===== config.mk =====
export PLATFORM = sky130hd
export DESIGN_NAME = sdram_cmd_seq
export DESIGN_NICKNAME = d
export VERILOG_FILES = /design/src/rtl/sdram_seq_pkg.sv /design/src/rtl/sdram_seq_regs.sv /design/src/rtl/sdram_seq_refresh.sv /design/src/rtl/sdram_seq_cmd.sv /design/src/rtl/sdram_cmd_seq.sv
export SDC_FILE = /design/constraint.sdc
export NUM_CORES = 1
export LEC_CHECK = 0
export ABC_CLOCK_PERIOD_IN_PS = 5100
export BUFFER_PORTS_ARGS = -buffer_cell sky130_fd_sc_hd__buf_2
export CORE_ASPECT_RATIO = 1.2
export CORE_MARGIN = 10
export CORE_UTILIZATION = 28
export DETAILED_ROUTE_END_ITERATION = 6
export PLACE_DENSITY = 0.46
export RECOVER_POWER = 50
export SLEW_MARGIN = 20
export SYNTH_ARGS = -nofsm -noshare
export SYNTH_HDL_FRONTEND = slang
export SYNTH_SLANG_ARGS = --single-unit

===== constraint.sdc =====
create_clock -name clk -period 5.1 [get_ports clk]
set_input_delay 0.255 -clock clk [delete_from_list [all_inputs] [get_ports clk]]
set_output_delay 0.255 -clock clk [all_outputs]
set_load 0.01 [all_outputs]

===== src/rtl/sdram_seq_pkg.sv =====
package sdram_seq_pkg;

  typedef enum logic [2:0] {
    MODE_NORMAL = 3'd0,
    MODE_NOP    = 3'd1,
    MODE_PRECHG = 3'd2,
    MODE_LOADMR = 3'd3,
    MODE_AREF   = 3'd4
  } seq_mode_e;

  typedef struct packed {
    logic cs_n;
    logic ras_n;
    logic cas_n;
    logic we_n;
  } sd_cmd_t;

  localparam sd_cmd_t CMD_NOP  = '{cs_n: 1'b0, ras_n: 1'b1, cas_n: 1'b1, we_n: 1'b1};
  localparam sd_cmd_t CMD_PRE  = '{cs_n: 1'b0, ras_n: 1'b0, cas_n: 1'b1, we_n: 1'b0};
  localparam sd_cmd_t CMD_AREF = '{cs_n: 1'b0, ras_n: 1'b0, cas_n: 1'b0, we_n: 1'b1};
  localparam sd_cmd_t CMD_LMR  = '{cs_n: 1'b0, ras_n: 1'b0, cas_n: 1'b0, we_n: 1'b0};

  typedef struct packed {
    logic [3:0] t_xsr;
    logic [3:0] t_ras;
    logic [3:0] t_rcd;
    logic [3:0] t_rp;
    logic [3:0] t_rc;
    logic [3:0] t_wr;
    logic       bus16;
    logic [1:0] cas_lat;
    logic       bank_code;
    logic [1:0] row_code;
    logic [1:0] col_code;
  } seq_cfg_t;

  // Busy cycles after a command whose spacing is t (minimum spacing two).
  function automatic logic [3:0] gap_cycles(input logic [3:0] t);
    return (t < 4'd2) ? 4'd1 : t - 4'd1;
  endfunction

  function automatic logic [5:0] size_log2(input seq_cfg_t c);
    logic [5:0] s;
    s = 6'd20 + {4'd0, c.col_code} + {4'd0, c.row_code} + {5'd0, c.bank_code};
    return c.bus16 ? s + 6'd1 : s + 6'd2;
  endfunction

endpackage


===== src/rtl/sdram_seq_regs.sv =====
module sdram_seq_regs
  import sdram_seq_pkg::*;
#(
  parameter int TIMER_W = 16
) (
  input  logic               clk,
  input  logic               rst_n,
  input  logic               reg_wr,
  input  logic [1:0]         reg_sel,
  input  logic [31:0]        reg_wdata,
  output seq_cfg_t           cfg,
  output seq_mode_e          mode,
  output logic [TIMER_W-1:0] tr,
  output logic               tr_load
);

  localparam logic [1:0] SEL_CFG  = 2'd0;
  localparam logic [1:0] SEL_MODE = 2'd1;
  localparam logic [1:0] SEL_TR   = 2'd2;

  logic               cfg_en, mode_en, tr_en;
  seq_cfg_t           cfg_d;
  seq_mode_e          mode_d;
  logic [TIMER_W-1:0] tr_d;

  always_comb begin
    cfg_en  = reg_wr && (reg_sel == SEL_CFG);
    tr_en   = reg_wr && (reg_sel == SEL_TR);
    mode_en = reg_wr && (reg_sel == SEL_MODE) && (reg_wdata[2:0] <= 3'd4);
    cfg_d   = seq_cfg_t'(reg_wdata);
    mode_d  = seq_mode_e'(reg_wdata[2:0]);
    tr_d    = reg_wdata[TIMER_W-1:0];
    tr_load = tr_en;
  end

  always_ff @(posedge clk or negedge rst_n) begin
    if (!rst_n) begin
      cfg  <= '0;
      mode <= MODE_NOP;
      tr   <= '0;
    end else begin
      if (cfg_en)  cfg  <= cfg_d;
      if (mode_en) mode <= mode_d;
      if (tr_en)   tr   <= tr_d;
    end
  end

endmodule


===== src/rtl/sdram_seq_refresh.sv =====
module sdram_seq_refresh #(
  parameter int TIMER_W = 16,
  parameter int PEND_W  = 3
) (
  input  logic               clk,
  input  logic               rst_n,
  input  logic               run,
  input  logic [TIMER_W-1:0] tr,
  input  logic               tr_load,
  input  logic [TIMER_W-1:0] tr_new,
  input  logic               pend_dec,
  output logic               pend_nz,
  output logic [PEND_W-1:0]  pend_cnt
);

  logic [TIMER_W-1:0] cnt_q, cnt_d, tr_m1, new_m1;
  logic [PEND_W-1:0]  pend_q, pend_d;
  logic               req;

  always_comb begin
    tr_m1  = (tr == '0) ? '0 : tr - 1'b1;
    new_m1 = (tr_new == '0) ? '0 : tr_new - 1'b1;
    req    = 1'b0;
    if (tr_load) begin
      cnt_d = new_m1;
    end else if (!run) begin
      cnt_d = tr_m1;
    end else if (cnt_q == '0) begin
      req   = 1'b1;
      cnt_d = tr_m1;
    end else begin
      cnt_d = cnt_q - 1'b1;
    end
    pend_d = pend_q + PEND_W'(req) - PEND_W'(pend_dec);
  end

  always_ff @(posedge clk or negedge rst_n) begin
    if (!rst_n) begin
      cnt_q  <= '0;
      pend_q <= '0;
    end else begin
      cnt_q  <= cnt_d;
      pend_q <= pend_d;
    end
  end

  assign pend_nz  = (pend_q != '0);
  assign pend_cnt = pend_q;

endmodule


===== src/rtl/sdram_seq_cmd.sv =====
module sdram_seq_cmd
  import sdram_seq_pkg::*;
#(
  parameter int ADDR_W  = 13,
  parameter int MRD_CYC = 2
) (
  input  logic              clk,
  input  logic              rst_n,
  input  seq_mode_e         mode,
  input  logic [3:0]        t_rp,
  input  logic [3:0]        t_rc,
  input  logic [1:0]        cas_lat,
  input  logic              mem_req,
  input  logic              pend_nz,
  output sd_cmd_t           cmd,
  output logic [ADDR_W-1:0] addr,
  output logic              mem_wait,
  output logic              pend_dec,
  output logic              clk_en
);

  localparam logic [3:0] MRD_GAP = gap_cycles(4'(MRD_CYC));

  sd_cmd_t           cmd_q, cmd_d;
  logic [ADDR_W-1:0] addr_q, addr_d;
  logic [3:0]        busy_q, busy_d;
  logic              clk_en_q, clk_en_d;
  logic              idle, accept;

  always_comb begin
    idle     = (busy_q == 4'd0);
    mem_wait = !idle || pend_nz;
    accept   = mem_req && !mem_wait;
    pend_dec = idle && pend_nz;
    cmd_d    = CMD_NOP;
    addr_d   = '0;
    busy_d   = idle ? 4'd0 : busy_q - 4'd1;
    clk_en_d = clk_en_q;
    if (pend_dec) begin
      cmd_d  = CMD_AREF;
      busy_d = gap_cycles(t_rc);
    end else if (accept) begin
      unique case (mode)
        MODE_NOP: clk_en_d = 1'b1;
        MODE_PRECHG: begin
          cmd_d      = CMD_PRE;
          addr_d[10] = 1'b1;
          busy_d     = gap_cycles(t_rp);
        end
        MODE_AREF: begin
          cmd_d  = CMD_AREF;
          busy_d = gap_cycles(t_rc);
        end
        MODE_LOADMR: begin
          cmd_d       = CMD_LMR;
          addr_d[6:4] = {1'b0, cas_lat};
          busy_d      = MRD_GAP;
        end
        default: ;
      endcase
    end
  end

  always_ff @(posedge clk or negedge rst_n) begin
    if (!rst_n) begin
      cmd_q    <= CMD_NOP;
      addr_q   <= '0;
      busy_q   <= '0;
      clk_en_q <= 1'b0;
    end else begin
      cmd_q    <= cmd_d;
      addr_q   <= addr_d;
      busy_q   <= busy_d;
      clk_en_q <= clk_en_d;
    end
  end

  assign cmd    = cmd_q;
  assign addr   = addr_q;
  assign clk_en = clk_en_q;

endmodule


===== src/rtl/sdram_cmd_seq.sv =====
module sdram_cmd_seq
  import sdram_seq_pkg::*;
#(
  parameter int ADDR_W  = 13,
  parameter int TIMER_W = 16,
  parameter int PEND_W  = 3,
  parameter int MRD_CYC = 2
) (
  input  logic              clk,
  input  logic              rst_n,
  input  logic              reg_wr,
  input  logic [1:0]        reg_sel,
  input  logic [31:0]       reg_wdata,
  input  logic              mem_req,
  output logic              mem_wait,
  output logic [5:0]        dev_size_log2,
  output logic              sd_clk_en,
  output logic              sd_cs_n,
  output logic              sd_ras_n,
  output logic              sd_cas_n,
  output logic              sd_we_n,
  output logic [ADDR_W-1:0] sd_addr,
  output logic [1:0]        sd_ba
);

  logic               rst_meta_n, rst_sync_n;
  seq_cfg_t           cfg_q;
  seq_mode_e          mode_q;
  logic [TIMER_W-1:0] tr_q;
  logic               tr_load, pend_nz, pend_dec, run;
  logic [PEND_W-1:0]  pend_cnt;
  sd_cmd_t            cmd;
  logic [15:0]        cfg_unused;

  always_ff @(posedge clk or negedge rst_n) begin
    if (!rst_n) begin
      rst_meta_n <= 1'b0;
      rst_sync_n <= 1'b0;
    end else begin
      rst_meta_n <= 1'b1;
      rst_sync_n <= rst_meta_n;
    end
  end

  sdram_seq_regs #(.TIMER_W(TIMER_W)) i_regs (
    .clk       (clk),
    .rst_n     (rst_sync_n),
    .reg_wr    (reg_wr),
    .reg_sel   (reg_sel),
    .reg_wdata (reg_wdata),
    .cfg       (cfg_q),
    .mode      (mode_q),
    .tr        (tr_q),
    .tr_load   (tr_load)
  );

  assign run = (mode_q == MODE_NORMAL) && (tr_q != '0);

  sdram_seq_refresh #(.TIMER_W(TIMER_W), .PEND_W(PEND_W)) i_refresh (
    .clk      (clk),
    .rst_n    (rst_sync_n),
    .run      (run),
    .tr       (tr_q),
    .tr_load  (tr_load),
    .tr_new   (reg_wdata[TIMER_W-1:0]),
    .pend_dec (pend_dec),
    .pend_nz  (pend_nz),
    .pend_cnt (pend_cnt)
  );

  sdram_seq_cmd #(.ADDR_W(ADDR_W), .MRD_CYC(MRD_CYC)) i_cmd (
    .clk      (clk),
    .rst_n    (rst_sync_n),
    .mode     (mode_q),
    .t_rp     (cfg_q.t_rp),
    .t_rc     (cfg_q.t_rc),
    .cas_lat  (cfg_q.cas_lat),
    .mem_req  (mem_req),
    .pend_nz  (pend_nz),
    .cmd      (cmd),
    .addr     (sd_addr),
    .mem_wait (mem_wait),
    .pend_dec (pend_dec),
    .clk_en   (sd_clk_en)
  );

  // Timings consumed by the data-path sequencer, held here for it.
  assign cfg_unused    = {cfg_q.t_xsr, cfg_q.t_ras, cfg_q.t_rcd, cfg_q.t_wr};
  assign dev_size_log2 = size_log2(cfg_q);
  assign sd_cs_n       = cmd.cs_n;
  assign sd_ras_n      = cmd.ras_n;
  assign sd_cas_n      = cmd.cas_n;
  assign sd_we_n       = cmd.we_n;
  assign sd_ba         = 2'b00;

endmodule


==> results of run 1 <==
[cells in the mapped netlist, drive strengths merged (5+ instances only)]
cell,instances,area share [%]
nand2,79,7.3
dfrtp,63,39
xnor2,25,5.4
inv,24,2.2
nor2,23,2.1
nor3,21,2.6
buf,18,3.2
xor2,18,3.9
o21ai,16,2.0
ha,13,4.0
mux2,13,3.6
o22ai,11,1.7
mux2i,10,2.5
nor4,10,1.5
a21oi,7,0.86
a221o,7,1.7
clkbuf,7,0.65
nor3b,6,1.1
or4,6,1.3
nand2b,5,0.77
nand4,5,0.77
[flip-flops by register name (all words and copies together) (netlist names)]
signal,count
i_cmd.cmd,3
i_cmd.clk_en,1
rst_sync_n,1
i_cmd.addr,3
rst_meta_n,1
i_cmd.busy_q,4
i_refresh.pend_cnt,3
i_regs.cfg,16
i_regs.tr,16
i_regs.mode,3
i_refresh.cnt_q,16
[cell type report]
type	instances	area (µm²)	area share (%)
flip-flops and latches	67	1680	36.2
clock buffers	15	248	5.33
well taps	175	219	4.71
inverters	24	90.1	1.94
multi-input cells	330	2170	46.7
repair buffers	45	233	5.01
clock inverters	1	5.00	0.108
[cells by family after synthesis]
logic type	count (synthesis)
buf+inv	49
compound gates	56
xor+xnor	43
flops	67
simple gates	177
other cells	2
mux	23
fa+ha+maj	16
[per-layer routing]
metal  share of wire, %  up-vias  track usage (%)
met5                  0        -                0
met3                3.0       26             1.88
met2                 51       74             19.4
li1                   -     1573                -
met4                3.5        0             6.19
met1                 42     1502             12.5
[worst paths after layout]
check / from / end / slack (ps) / cells past startpoint
worst max register to register: i_regs.tr[8]$_DFFE_PN0P_ / i_refresh.pend_cnt[1]$_DFF_PN0_ / 2250 / 8
worst min-delay path: reg_wdata[16] / i_regs.cfg[16]$_DFFE_PN0P_ / 130 / 3
min in group asynchronous: rst_n / rst_meta_n$_DFF_PN0_ / 240 / 2
max in group asynchronous: rst_sync_n$_DFF_PN0_ / i_refresh.cnt_q[7]$_DFF_PN0_ / 4110 / 1
worst max-delay path: i_regs.tr[8]$_DFFE_PN0P_ / i_refresh.pend_cnt[1]$_DFF_PN0_ / 2250 / 8
worst min register to register: rst_meta_n$_DFF_PN0_ / rst_sync_n$_DFF_PN0_ / 350 / 0
[through the flow]
step / instance area [µm²] / util (%) / setup WS, ps / total power [mW] / cells
2_1_floorplan: 4100 / - / 2540 / 1.28 / 446
3_3_place_gp: 4400 / 30.8 / 2240 / 1.46 / 640
3_5_place_dp: 4400 / 30.8 / 2240 / 1.48 / 640
4_1_cts: 4670 / 32.7 / 2230 / 2.04 / 657
5_1_grt: 4650 / 32.5 / 1930 / 2.18 / 657
6_report: 4650 / 32.5 / 2250 / 2.01 / 657
[where the power goes]
| part | internal (mW) | switching (mW) | total [mW] |
|---|---|---|---|
| sequential | 0.666 | 0.129 | 0.795 |
| combinational | 0.312 | 0.362 | 0.674 |
| clock | 0.329 | 0.214 | 0.543 |
[critical path: stages (launching register included)]
cell and delay, ps:
dfrtp_1 450, or4_1 560, nor4b_2 300, a41o_1 550
nor3b_1 170, ha_1 210, inv_1 70, fa_1 400
inv_1 60
==> reports/qor.txt, run 1 <==
Status: complete, no violations
Lkg Pwr: 2.04 nW
IO Count: 65
Routed Antenna Nets: 0
Pwr/cell area: 433 nW/µm²
First-pass DRT Iterations: 4
HPWL after detailed placement: 7.94 mm
Fillers: 1501
Setup crit end kind: flop
Primary FF master, synth: dfrtp_1
Post-Synth XOR/XNOR Area: 9.30%
Final Setup Violations: 0
Worst skew pair latency: 330 ps
First-pass GRT wire length: 17.1 mm
Total Wirelength: 10.3 mm
Period utilisation layout: 55.8%
Hold WC Path Type: primary input to flop
Max VDD drop: 0.000176 V
Critical path arrival: 3120 ps
Final Hold Viols: 0
Post-Syn Area: 4050 µm²
Post-CTS setup buffer count: 0
Aggregate global-route resource usage: 11.1%
Rows: 48
Most frequent cells in the layout: nand2_1, dfrtp_1, buf_2, xnor2_1
Violation count after the first detailed-route iteration: 136
Vias per inst: 4.83
Clock-pin slew of the registers on the worst-case setup and hold paths: 50 ps
RSZ-0062 raised after global routing: false
Final Max Slew Viols: 0
Initial antenna violation count: 0
Nets: 531
Sequential fraction of the synthesis area: 41.5%
CTS tree: yes
Fmax: 0.351 GHz
CP max FO: 14
Proportion of layout cells with a drive suffix above 1: 14.7%
Post-Synth Adder-Cell Area: 5.50%
Distinct cells, synth: 50
Die width: 130 µm
Worst Path Class, Setup: flop to flop
Multiplexer area fraction after synthesis: 6.09%
Fin Clk Skew: 5.45 ps
Rel. slew slack: 31.8%
Mapped Cells: 433
Number of synthesized flops with an enable pin: 0
Synth Area in Compound Gates: 9.95%
Number of max-cap violations: 0
Commonest non-fill, non-tap cell in the layout: nand2_1
Fraction of synthesis flops using an asynchronous set or reset pin: 100%
# diodes: 0
Vias in the first global route: 3294
Slew of the pin with the lowest slew margin: 1020 ps
Congestion Overflow GR: 0
Root Driver: clkbuf_16
H-tree depth: 3
Synth Area in Simple Gates: 21.4%
Required @ worst endpoint: 5370 ps
Clk buf depth: 2
Synth warn: 0
Largest net degree at the start of global routing: 66
Wire per inst: 15.6 µm
Routability Congestion: 0.834
PostCTS Resize Cnt: 0
TNS Setup: 0 ps
DRC: 0
CORE AREA: 14300 µm²
Syn_area_per_cell: 9.35 µm²
Port bufs: 38
Total clock buffers created by CTS: 9
CP Launch Type: flop
Die area: 19700 µm²
Post-CTS Hold Fix Bufs: 1
CTS sink cnt: 67
FF+latch count, synth: 67
Tmin final: 2850 ps
DR vias: 3175
Initial Util: 28.3%
Largest family of logic cells by synthesized area: simple AND/OR/NAND/NOR gates
Synth-to-layout area growth: 14.8%
Die Height: 152 µm
WHS: 128 ps
Power figures use the tool's default switching activity.
==> inputs of run 2 (changes only) <==
ABC_CLOCK_PERIOD_IN_PS = 2600   (was 5100)
PLACE_DENSITY = 0.48   (was 0.46)
clock period = 2.6 ns   (was 5.1 ns; I/O delays follow)
==> run 2 against run 1 <==
Sequential power is 96% higher. First-iteration DRC count is 6.6% lower. Sequential share of layout area is 1.5 points lower. Clock skew is 4.0 ps higher. Non-clock buffer count is 18 higher. Combinational power is 110% higher. Total power is 110% higher. Cell count is 2.7% higher. Critical path depth is 2 higher. Sequential cell count stayed put. Global-route usage is 0.48 points higher. Worst hold slack worse by 120 ps. Largest cell class unchanged. Highest routed layer unchanged.
==> reports/qor.txt, run 2 (same netlist as run 1, synthesis figures left out) <==
CORE AREA: 14300 µm² (unchanged)
Crit path from: i_regs.cfg[4]$_DFFE_PN0P_
DRC: 0 (unchanged)
Lkg Pwr: 2.14 nW (+4.9%)
Rows: 48 (unchanged)
Final Util: 33.9% (+1.3 points)
Net Sw Power: 1.45 mW (+110%)
RSZ-0062 raised after global routing: false
Initial Util: 28.3% (unchanged)
Worst skew pair latency: 340 ps (about the same)
Wire per inst: 15.7 µm (+0.42%)
Biggest regs: i_refresh.cnt_q (16), i_regs.cfg (16), i_regs.tr (16)
Pwr/cell area: 868 nW/µm² (+100%)
Routability Congestion: 0.808 (-3.0%)
Post-CTS setup buffer count: 0 (unchanged)
Die area: 19700 µm² (unchanged)
Max VDD drop: 0.000420 V (+140%)
DR vias: 3198 (+0.72%)
Fin Clk Skew: 9.47 ps (+4.02 ps)
Total Wirelength: 10.6 mm (+3.2%)
Setup crit end kind: output port
Vias in the first global route: 3535 (+7.3%)
Root Driver: clkbuf_16
Tmin final: 2430 ps
Hold Crit Depth: 3 (unchanged)
Design area: 4840 µm² (+4.1%)
Period utilisation layout: 93.5%
Reg2Reg Depth: 8 (unchanged)
Pre-CTS setup slack: 190 ps (-2050 ps)
CP Launch Type: flop
CTS sink cnt: 67 (unchanged)
Proportion of layout cells with a drive suffix above 1: 19.0% (+4.3 points)
Flop2flop setup slack: 180 ps (-2070 ps)
Setup ws final: 170 ps (-2080 ps)
Routed Antenna Nets: 0 (unchanged)
Number of max-cap violations: 0 (unchanged)
# diodes: 0 (unchanged)
Clk buf depth: 2 (unchanged)
Aggregate global-route resource usage: 11.5% (+0.48 points)
Fmax: 0.411 GHz
Most frequent cells in the layout: nand2_1, dfrtp_1, buf_2, xnor2_1, nor2_1
Required @ worst endpoint: 2470 ps (-2900 ps)
CP max FO: 3 (-11)
FF-to-FF Start: i_regs.tr[10]$_DFFE_PN0P_
Reg-to-reg endpoint: i_refresh.pend_cnt[1]$_DFF_PN0_
Slew of the pin with the lowest slew margin: 1110 ps (+90.3 ps)
Commonest non-fill, non-tap cell in the layout: nand2_1
Clk network pwr share: 29.0% (+2.0 points)
Critical path arrival: 2300 ps (-820 ps)
Violation count after the first detailed-route iteration: 127 (-6.6%)
Synth-to-layout area growth: 19.5%
Worst Hold Path EP: i_regs.cfg[16]$_DFFE_PN0P_
Final Hold Viols: 0 (unchanged)
Total clock buffers created by CTS: 9 (unchanged)
Final Max Slew Viols: 0 (unchanged)
Worst Path Class, Setup: flop to output port
Initial antenna violation count: 0 (unchanged)
Internal power: 2.75 mW (+110%)
Switch share: 34.5% (-0.53 points)
DP Area: 4540 µm² (+3.2%)
Hold Startpoint: reg_wdata[16]
Hold WC Path Type: primary input to flop
CTS tree: yes
HPWL after detailed placement: 8.36 mm (+5.3%)
Nets: 549 (+3.4%)
H-tree depth: 3 (unchanged)
IO Count: 65 (unchanged)
Status: complete, no violations
Seq pwr share: 37.2% (-2.3 points)
Comb power frac: 33.8% (+0.3 points)
First-pass GRT wire length: 17.8 mm (+4.0%)
TNS Setup: 0 ps (unchanged)
Final Setup Violations: 0 (unchanged)
Congestion Overflow GR: 0 (unchanged)
Die width: 130 µm (unchanged)
Largest net degree at the start of global routing: 42 (-36%)
Vias per inst: 4.74 (-2.0%)
Rel. slew slack: 25.7% (-6.0 points)
Port bufs: 38 (unchanged)
Clock-pin slew of the registers on the worst-case setup and hold paths: 60 ps (about the same)
Die Height: 152 µm (unchanged)
First-pass DRT Iterations: 4 (unchanged)
==> run 2: changes by cell type in the layout (fill, tap and decap cells not counted), moves of 2 or more <==
cell and delta:
clkbuf_1 -3, buf_4 +15, inv_1 -2, clkinvlp_4 +2
inv_2 +2
==> run 2: final cells by class <==
class,count,area [µm²]
well taps,175,219
fillers,1495,9450
flip-flops and latches,67,1680
multi-input cells,330,2190
clock buffers,12,246
repair buffers,63,364
clock inverters,4,50.0
inverters,24,90.1
==> run 2: worst max-delay path, cell delays in order (launching register included) <==
cell	delay [ps]
dfrtp_1	400
fa_2	390
inv_2	60
fa_1	420
inv_2	110
ha_4	130
nand2_2	50
xor2_1	130
nand2_1	60
o21ai_1	70
buf_2	140
==> run 2: what timing repair did <==
item	CTS	global route
hold buffers	2	0
gates resized for setup	0	7
endpoints found under the hold margin	3	0
endpoints found under the setup margin	0	2
==> run 2: per-layer routing <==
layer	global-route usage (%)	part of all wire (%)
met3	2.40	3.2
met1	12.9	41
met5	0	0
met2	20.8	54
met4	4.62	1.7
==> run 2: how the worst max path moves through the flow <==
| stage | endpoint | slack [ps] | depth (start not counted) |
|---|---|---|---|
| 2_1_floorplan | i_refresh.pend_cnt[1]$_DFF_PN0_ | 40 | 9 |
| 3_3_place_gp | i_refresh.pend_cnt[1]$_DFF_PN0_ | 210 | 8 |
| 3_5_place_dp | i_refresh.pend_cnt[1]$_DFF_PN0_ | 190 | 8 |
| 4_1_cts | dev_size_log2[3] | 8 | 10 |
| 5_1_grt | dev_size_log2[3] | 3 | 10 |
| 6_report | dev_size_log2[3] | 170 | 10 |
==> run 2: power by group through the flow <==
stage	Combinational (mW)	Sequential [mW]	Clock, mW
after global routing	1.63	1.61	1.30
after global placement	1.38	1.56	0
after CTS	1.42	1.56	1.26
after floorplan	0.979	1.53	0
final	1.42	1.56	1.22
after detailed placement	1.41	1.58	0
==> run 2: per-stage QoR <==
stage / power (mW) / hold slack, ps / instances
floorplan: 2.51 / -166 / 446
global placement: 2.94 / -83.5 / 657
detailed placement: 2.98 / -77.9 / 657
CTS: 4.24 / 2.41 / 675
global route: 4.55 / 39.3 / 675
finish: 4.20 / 13.2 / 675
==> inputs of run 3 (changes only) <==
ABC_CLOCK_PERIOD_IN_PS = 2400   (was 2600)
PLACE_DENSITY = 0.46   (was 0.48)
clock period = 2.4 ns   (was 2.6 ns; I/O delays follow)
==> run 3 against run 2 <==
Clock power increased by 11%. First-iteration DRC count down 17%. Total power increased by 11%. Register-to-register slack got worse by 60 ps. Largest cell class unchanged. Sequential share of layout area down 0.76 points. Sequential cell count did not move. The run now ends with negative setup slack left. Via count up 1.2%. Largest power group unchanged. Cell area rose by 2.3%. Critical endpoint unchanged. Global-route usage grew 0.18 points. Routed wire length is 1.2% higher. Utilization is 0.79 points higher.
==> reports/qor.txt, run 3 (same netlist as run 1, synthesis figures left out) <==
Worst skew pair latency: 330 ps (about the same)
CP Cell Sequence: fa_2, inv_2, fa_1, inv_2, ha_4, nand2_2, xor2_1, nand2_1, o21ai_1, buf_2
RSZ-0062 raised after global routing: true
HPWL after detailed placement: 8.56 mm (+2.4%)
Root Driver: clkbuf_16
Port bufs: 38 (unchanged)
Hold Crit Depth: 2 (-1)
Slowest stage cell, crit path: fa_1
DP Area: 4570 µm² (+0.50%)
Clk buf depth: 2 (unchanged)
Top cell by count, worst path: inv_2
Critical path arrival: 2300 ps (about the same)
Comb power frac: 35.0% (+1.2 points)
Nets: 555 (+1.1%)
Aggregate global-route resource usage: 11.7% (+0.18 points)
Routed Antenna Nets: 0 (unchanged)
Pwr/cell area: 943 nW/µm² (+8.6%)
Fin Clk Skew: 8.81 ps (-0.658 ps)
Max stage delay on crit path: 430 ps (about the same)
CP max FO: 2 (-1)
Setup ws final: -24.7 ps (-194 ps)
Final Max Slew Viols: 0 (unchanged)
First-pass GRT wire length: 18.0 mm (+1.4%)
Max VDD drop: 0.000364 V (-13%)
Hold WC Path Type: primary input to flop
Final Setup Violations: 2 (+2)
Clock-pin slew of the registers on the worst-case setup and hold paths: 50 ps (about the same)
TNS Setup: -30.3 ps (-30.3 ps)
H-tree depth: 3 (unchanged)
Setup crit end kind: output port
Wire per inst: 15.7 µm (+0.27%)
Total clock buffers created by CTS: 9 (unchanged)
Tmin final: 2420 ps
CTS tree: yes
Reg2Reg Depth: 6 (-2)
Fillers: 1519 (+1.6%)
Fmax: 0.412 GHz
Switch share: 33.7% (-0.83 points)
Congestion Overflow GR: 0 (unchanged)
Synth-to-layout area growth: 22.3%
Violation count after the first detailed-route iteration: 106 (-17%)
Largest net degree at the start of global routing: 40 (-4.8%)
Proportion of layout cells with a drive suffix above 1: 22.1% (+3.1 points)
Die area: 19700 µm² (unchanged)
IO Count: 65 (unchanged)
Total Wirelength: 10.7 mm (+1.2%)
Routability Congestion: 0.908 (+12%)
Pre-CTS setup slack: 29.1 ps (-161 ps)
Status: finished, violations left
Vias per inst: 4.75 (+0.33%)
Design Power: 4.67 mW (+11%)
CORE AREA: 14300 µm² (unchanged)
Biggest regs: i_refresh.cnt_q (16), i_regs.cfg (16), i_regs.tr (16)
Vias in the first global route: 3459 (-2.1%)
Clk network pwr share: 28.9% (about the same)
Die Height: 152 µm (unchanged)
Commonest non-fill, non-tap cell in the layout: nand2_1
First-pass DRT Iterations: 4 (unchanged)
Required @ worst endpoint: 2280 ps (-190 ps)
Net Sw Power: 1.57 mW (+8.5%)
Slew of the pin with the lowest slew margin: 1420 ps (+307 ps)
Fin cells: 681 (+0.89%)
Placed Cells: 660 (+0.46%)
Final Hold Viols: 0 (unchanged)
Failing checks: negative setup slack
# diodes: 0 (unchanged)
Design area: 4950 µm² (+2.3%)
DR vias: 3237 (+1.2%)
Rel. slew slack: 5.25% (-20 points)
DRC: 0 (unchanged)
Seq pwr share: 36.1% (-1.1 points)
Initial antenna violation count: 0 (unchanged)
Initial Util: 28.3% (unchanged)
CP Launch Type: flop
Die width: 130 µm (unchanged)
Lkg Pwr: 2.21 nW (+3.3%)
Number of max-cap violations: 0 (unchanged)
Most frequent cells in the layout: nand2_1, dfrtp_1, buf_2, xnor2_1, buf_4
Worst Path Class, Setup: flop to output port
Internal power: 3.10 mW (+13%)
CTS sink cnt: 67 (unchanged)
Period utilisation layout: 101%
Rows: 48 (unchanged)
## run 3: changes by cell type in the layout (fill, tap and decap cells not counted), moves of 2 or more
cell	previous run	this run
clkbuf_8	1	3
nor3b_2	0	2
clkinvlp_4	2	0
buf_2	31	36
nor3b_1	6	4
clkbuf_1	11	6
buf_4	20	24
## run 3: final cells by class
class                           instances  area [µm²]  share of cell area, %
Sequential cell                        67        1680                   34.0
Clock buffer                           14         274                   5.53
Inverter                               24        90.1                   1.82
Multi-Input combinational cell        330        2230                   45.0
Clock inverter                          2        35.0                  0.707
Timing Repair Buffer                   69         422                   8.51
Tap cell                              175         219                   4.42
## run 3: power groups by stage
stage	registers, mW	clock network (mW)	logic (mW)
final	1.69	1.35	1.63
after global routing	1.73	1.46	1.85
after CTS	1.68	1.40	1.65
after detailed placement	1.70	0	1.55
after global placement	1.68	0	1.52
after floorplan	1.65	0	1.06
## run 3: worst paths after layout
path	slack, ps	startpoint	to
min reg2reg	350	rst_meta_n$_DFF_PN0_	rst_sync_n$_DFF_PN0_
max in group asynchronous	870	rst_sync_n$_DFF_PN0_	i_refresh.cnt_q[7]$_DFF_PN0_
min in group asynchronous	110	rst_n	rst_meta_n$_DFF_PN0_
max	-20	i_regs.cfg[4]$_DFFE_PN0P_	dev_size_log2[3]
max reg2reg	120	i_regs.tr[10]$_DFFE_PN0P_	i_refresh.cnt_q[14]$_DFF_PN0_
min	20	reg_wdata[19]	i_regs.cfg[19]$_DFFE_PN0P_
## run 3: per-layer routing
layer | vias to the layer above | wire [µm] | GRT usage (%)
met5 | - | 0 | 0
met4 | 0 | 105 | 3.55
met3 | 7 | 227 | 2.51
met2 | 45 | 5750 | 21.5
met1 | 1570 | 4640 | 13.2
li1 | 1615 | - | -
## run 3: critical path, delay by kind of cell, from the launching register on
kind            cells  cell delay [ps]
compound gates      1               80
xor+xnor            1              120
fa+ha+maj           3              950
buf+inv             3              310
flops               1              400
simple gates        2              120
## run 3: repair_timing
action	in CTS	in global routing
gates resized for setup	11	5
setup endpoints to repair	4	11
pin swaps	2	2
endpoints found under the hold margin	4	0
hold buffers	3	0
buffers inserted	2	0
cloned	0	0
## run 3: metrics by stage
step	util, %	hold slack, ps
3_3_place_gp	32.0	-92.5
5_1_grt	34.7	21.6
3_5_place_dp	32.0	-92.7
6_report	34.7	22.5
4_1_cts	34.7	7.27
2_1_floorplan	-	-176
